$ cat src/rtl/flag_alu_pkg.sv
package flag_alu_pkg;

  typedef struct packed {
    logic       sub;
    logic [1:0] sel;
    logic       shft;
    logic       math;
  } alu_fn_t;

  typedef enum logic [1:0] {
    LOG_AND = 2'b00,
    LOG_OR  = 2'b01,
    LOG_XOR = 2'b10,
    LOG_NOR = 2'b11
  } log_op_e;

  typedef enum logic [1:0] {
    PATH_LOGIC = 2'b00,
    PATH_ADDER = 2'b01,
    PATH_SHIFT = 2'b10,
    PATH_CMP   = 2'b11
  } path_e;

endpackage

$ cat src/rtl/alu_addsub.sv
module alu_addsub #(
  parameter int W = 32
) (
  input  logic [W-1:0] a_i,
  input  logic [W-1:0] b_i,
  input  logic         sub_i,
  output logic [W-1:0] sum_o,
  output logic         carry_o,
  output logic         ovf_o
);

  logic [W-1:0] b_eff;
  logic [W:0]   wide;

  always_comb begin
    b_eff   = b_i ^ {W{sub_i}};
    wide    = {1'b0, a_i} + {1'b0, b_eff} + {{W{1'b0}}, sub_i};
    sum_o   = wide[W-1:0];
    carry_o = wide[W];
    ovf_o   = (a_i[W-1] == b_eff[W-1]) && (wide[W-1] != a_i[W-1]);
  end

  always_comb begin
    if (!sub_i && b_i == '0) begin
      AST_ADD_ZERO_IDENT: assert (sum_o == a_i && !carry_o && !ovf_o);
    end
    if (sub_i && a_i == b_i) begin
      AST_SUB_SELF_ZERO: assert (sum_o == '0 && carry_o && !ovf_o);
    end
  end

endmodule

$ cat src/rtl/alu_logic.sv
module alu_logic #(
  parameter int W = 32
) (
  input  logic [W-1:0] a_i,
  input  logic [W-1:0] b_i,
  input  logic [1:0]   op_i,
  output logic [W-1:0] out_o
);
  import flag_alu_pkg::*;

  always_comb begin
    case (log_op_e'(op_i))
      LOG_AND: out_o = a_i & b_i;
      LOG_OR:  out_o = a_i | b_i;
      LOG_XOR: out_o = a_i ^ b_i;
      default: out_o = ~(a_i | b_i);
    endcase
  end

  always_comb begin
    if (op_i == LOG_XOR && a_i == b_i) begin
      AST_XOR_SELF_ZERO: assert (out_o == '0);
    end
  end

endmodule

$ cat src/rtl/alu_shifter.sv
module alu_shifter #(
  parameter int W  = 32,
  parameter int SW = $clog2(W)
) (
  input  logic [W-1:0]  val_i,
  input  logic [SW-1:0] amt_i,
  input  logic          right_i,
  input  logic          arith_i,
  output logic [W-1:0]  out_o
);

  logic [W-1:0] src_rev;
  logic [W-1:0] stg [SW+1];
  logic [W-1:0] stg_rev;
  logic         fill;

  assign fill = right_i & arith_i & val_i[W-1];

  // Left shifts reuse the right-shift stages on bit-reversed data.
  for (genvar i = 0; i < W; i++) begin : g_rev
    assign src_rev[i] = val_i[W-1-i];
    assign stg_rev[i] = stg[SW][W-1-i];
  end

  assign stg[0] = right_i ? val_i : src_rev;

  for (genvar k = 0; k < SW; k++) begin : g_stage
    localparam int SH = 1 << k;
    assign stg[k+1] = amt_i[k] ? {{SH{fill}}, stg[k][W-1:SH]} : stg[k];
  end

  assign out_o = right_i ? stg[SW] : stg_rev;

  always_comb begin
    if (amt_i == '0) begin
      AST_SHIFT_ZERO_PASS: assert (out_o == val_i);
    end
  end

endmodule

$ cat src/rtl/flag_alu.sv
module flag_alu #(
  parameter int W  = 32,
  parameter int FW = 5
) (
  input  logic [W-1:0]  op_a_i,
  input  logic [W-1:0]  op_b_i,
  input  logic [FW-1:0] fn_i,
  output logic [W-1:0]  res_o,
  output logic          z_o,
  output logic          v_o,
  output logic          c_o,
  output logic          n_o
);
  import flag_alu_pkg::*;

  localparam int SW = $clog2(W);

  alu_fn_t      fn;
  path_e        path;
  logic         sub_eff;
  logic [W-1:0] sum;
  logic         add_c;
  logic         add_v;
  logic [W-1:0] log_out;
  logic [W-1:0] shf_out;
  logic         lt_bit;

  assign fn      = alu_fn_t'(fn_i);
  assign path    = path_e'({fn.shft, fn.math});
  assign sub_eff = fn.sub | (fn.shft & fn.math);

  alu_addsub #(.W(W)) i_addsub (
    .a_i     (op_a_i),
    .b_i     (op_b_i),
    .sub_i   (sub_eff),
    .sum_o   (sum),
    .carry_o (add_c),
    .ovf_o   (add_v)
  );

  alu_logic #(.W(W)) i_logic (
    .a_i   (op_a_i),
    .b_i   (op_b_i),
    .op_i  (fn.sel),
    .out_o (log_out)
  );

  alu_shifter #(.W(W), .SW(SW)) i_shifter (
    .val_i   (op_b_i),
    .amt_i   (op_a_i[SW-1:0]),
    .right_i (fn.sel[1]),
    .arith_i (fn.sel[0]),
    .out_o   (shf_out)
  );

  assign lt_bit = fn.sel[0] ? (sum[W-1] ^ add_v) : ~add_c;

  always_comb begin
    case (path)
      PATH_ADDER: res_o = sum;
      PATH_SHIFT: res_o = shf_out;
      PATH_CMP:   res_o = {{(W-1){1'b0}}, lt_bit};
      default:    res_o = log_out;
    endcase
    v_o = fn.math & add_v;
    c_o = fn.math & add_c;
    z_o = ~|res_o;
    n_o = res_o[W-1];
  end

  always_comb begin
    if (path == PATH_CMP) begin
      AST_CMP_UPPER_ZERO: assert (res_o[W-1:1] == '0 && !n_o);
    end
    if (!fn.math) begin
      AST_FLAGS_QUIET: assert (!v_o && !c_o);
    end
    AST_Z_N_EXCLUSIVE: assert (!(z_o && n_o));
  end

endmodule

$ cat config.mk
export PLATFORM = sky130hd
export DESIGN_NAME = flag_alu
export DESIGN_NICKNAME = d
export VERILOG_FILES = /design/src/rtl/flag_alu_pkg.sv /design/src/rtl/alu_addsub.sv /design/src/rtl/alu_logic.sv /design/src/rtl/alu_shifter.sv /design/src/rtl/flag_alu.sv
export SDC_FILE = /design/constraint.sdc
export NUM_CORES = 1
export LEC_CHECK = 0
export ABC_AREA = 0
export CAP_MARGIN = 20
export CORE_ASPECT_RATIO = 0.6
export CORE_UTILIZATION = 25
export DETAILED_ROUTE_END_ITERATION = 6
export PLACE_DENSITY = 0.45
export SLEW_MARGIN = 20
export SYNTH_ARGS = -nofsm -noshare
export SYNTH_HDL_FRONTEND = slang
export SYNTH_HIERARCHICAL = 1
export SYNTH_SLANG_ARGS = --single-unit
export TNS_END_PERCENT = 100
$ cat constraint.sdc
create_clock -name vclk -period 14.2
set_clock_uncertainty 0.15 [all_clocks]
set_input_delay 1.42 -clock vclk [all_inputs]
set_output_delay 1.42 -clock vclk [all_outputs]
set_load 0.05 [all_outputs]
==> results.md <==
- Status: complete, no violations
- DP Area: 0.0101 sq mm
- Final Hold Vio Count: 0
- Sequential Area: 0 sq um
- CP arrival: 7.79 ns
- Clkbuf count: 0
- Adder-cell share of the synthesized area: 0.135
- # resized after CTS: 0
- Synth Area in Compound Gates: 0.260
- Post-route ant nets: 0
- CP Max Fanout: 34
- Xor/xnor share of the synthesized area: 0.0589
- Fillers: 3837
- Die ar.: 0.0365 sq mm
- Synth top cells by count: 118 x nand2_1, 95 x ha_1, 86 x mux2i_1
- Post-synthesis cell type count: 88
- WL per Instance: 24.3 microns
- Total core area: 0.0351 sq mm
- Top post-synthesis cells by area: ha_1 13%, mux2i_1 9.6%, mux4_2 7.6%, mux2_4 5.4%, nand2_1 5.0%
- Post-synthesis sequential area ratio: 0
- Mux contribution to synthesized area: 0.262
- # rows: 53
- Tot GR Track Use: 0.216
- Critical path class: in2out
- Routability cong.: 0.953
- Critical Path Sink Type: output pin
- Die Ht: 148 microns
- Detailed Place HPWL: 32.0 mm
- Vias per cell: 5.62
- Vias: 9342
- Number of I/O pins: 105
- Data required, critical path: 12.63 ns
- Largest net degree at the start of global routing: 67
- Total Nets Final: 1363
- Vias in the first global route: 8519
- Final Cell Area: 0.0101 sq mm
- Pre-antenna DRT Iters: 5
- First-pass GRT wire length: 59.1 mm
- Slew headroom: 0.231
- Fmax: 107 MHz
- Routed WL: 40.4 mm
- Ant diodes: 0
- Syn nets: 1319
- Area Overhead vs Synth: 12.7%
- Power per cell area: 58.2 mW/mm^2
- Synth warn: 6
- Syn Area/Cell: 7.73 sq um
- CTS hold repair buffers: 0
- Antenna violations before repair: 1
- Final number of setup-violating endpoints: 0
- Die X: 246 microns
- Cells after DPL: 1663
- Synth Cell Area: 0.00892 sq mm
- Finished Layout Cells: 1663
- Final setup TNS: 0 ns
- Slew at the pin closest to its max-slew limit: 1.15 ns
- Largest family of logic cells by synthesized area: multiplexers
- Final Cycle Share: 0.659
- Mapped Cells: 1154
- Initial Util: 0.254
- Most frequent cell after synthesis: nand2_1
- Biggest area consumer among synthesized cells: ha_1
- Slew Limit Fails: 0
- Share of layout cells above drive strength 1: 0.120
- Min-Delay Path Class: in2out
- Maximum vdd drop: 0.0000394 V
- DRT iter0 DRCs: 1053
- Total gr overflow: 0
- RSZ-0062 raised after global routing: false
- Max-cap violations: 0
- Seq cells: 0
- Fraction of the mapped netlist area in simple logic gates: 0.175
- Clock period minus final worst setup slack: 9.36 ns
- Area of the multi-input gates: 0.00796 sq mm
- Startpoint types: primary input
- Post-synth top area share: 0.133
- Port bufs: 105
- Pwr Total: 585 uW
- Remaining DRCs: 0
- Setup bufs post-CTS: 0
- LEAKAGE: 0.00430 uW
==> kinds of logic (layout without fill, tap and decap cells) <==
| kind of cell | count (synthesis) | after routing |
|---|---|---|
| AND/OR/NAND/NOR | 318 | 318 |
| AO/OA/AOI/OAI | 338 | 338 |
| multiplexers | 173 | 173 |
| XOR/XNOR | 60 | 60 |
| buffers and inverters | 169 | 211 |
| adder cells (fa/ha/maj) | 96 | 96 |
==> where the power goes <==
group          switching [uW]  internal, uW
registers                   0             0
logic                     369           216
clock network               0             0
total                     369           216
==> metrics by stage <==
step,setup slack (ns),util,hold WS [ns]
floorplan,6.49,-,3.13
global placement,4.84,0.287,3.93
detailed placement,4.88,0.287,3.92
CTS,4.85,0.287,3.93
global route,4.47,0.287,3.97
finish,4.84,0.287,3.95
==> path summary, 6_finish.rpt <==
path / from / endpoint / slack [ns] / cells after the start
min: fn_i[3] / res_o[30] / 3.95 / 4
max: fn_i[1] / z_o / 4.84 / 19
==> cell type report <==
type,instances,area share
Tap cell,467,0.0581
Inverter,80,0.0299
Multi-Input combinational cell,985,0.791
Timing Repair Buffer,131,0.121
==> critical path, cell delays in order <==
cell and delay, ns:
clkdlybuf4s50_1 0.45, buf_4 0.34, a21o_2 0.86, mux2_2 0.35
inv_1 0.06, fa_1 0.40, nand2b_1 0.21, a211oi_2 0.27
o31ai_2 0.19, o211a_1 0.27, nor3_2 0.31, and2_1 0.21
nor2_1 0.05, mux2i_1 0.45, o2bb2ai_1 0.21, nor4_1 0.45
nand4_1 0.25, nor3_2 0.17, clkdlybuf4s50_1 0.82
==> per-layer routing <==
metal | up-vias | global-route usage | part of all wire
li1 | 4368 | - | -
met1 | 4487 | 0.344 | 0.51
met2 | 460 | 0.299 | 0.38
met3 | 27 | 0.0433 | 0.10
met4 | 0 | 0.0140 | 0.0085
met5 | - | 0 | 0
==> layout by cell type (no fill, tap or decap), types with 6 or more instances in the layout <==
master / synthesis / routed
nand2_1: 118 / 118
clkdlybuf4s50_1: 0 / 97
ha_1: 95 / 95
mux2i_1: 86 / 86
inv_1: 78 / 78
o21ai_0: 62 / 62
nor2_1: 55 / 55
a21oi_1: 53 / 53
xor2_1: 40 / 40
o21ai_1: 38 / 38
o2bb2ai_1: 36 / 36
mux2_4: 32 / 32
mux4_2: 30 / 30
buf_4: 6 / 29
nand3_1: 28 / 28
nor3_1: 21 / 21
nor2b_1: 21 / 21
xnor2_1: 20 / 20
mux2_2: 16 / 16
nand2b_1: 14 / 14
a22oi_1: 13 / 13
nor4_1: 12 / 12
o22ai_1: 12 / 12
a21o_1: 12 / 11
and3_1: 10 / 10
o21a_1: 9 / 9
a211oi_1: 9 / 9
nand4_1: 8 / 8
o211ai_1: 8 / 8
o21bai_1: 8 / 8
a31oi_1: 8 / 8
o31ai_1: 6 / 6
mux2_1: 6 / 6
Power figures use the tool's default switching activity.
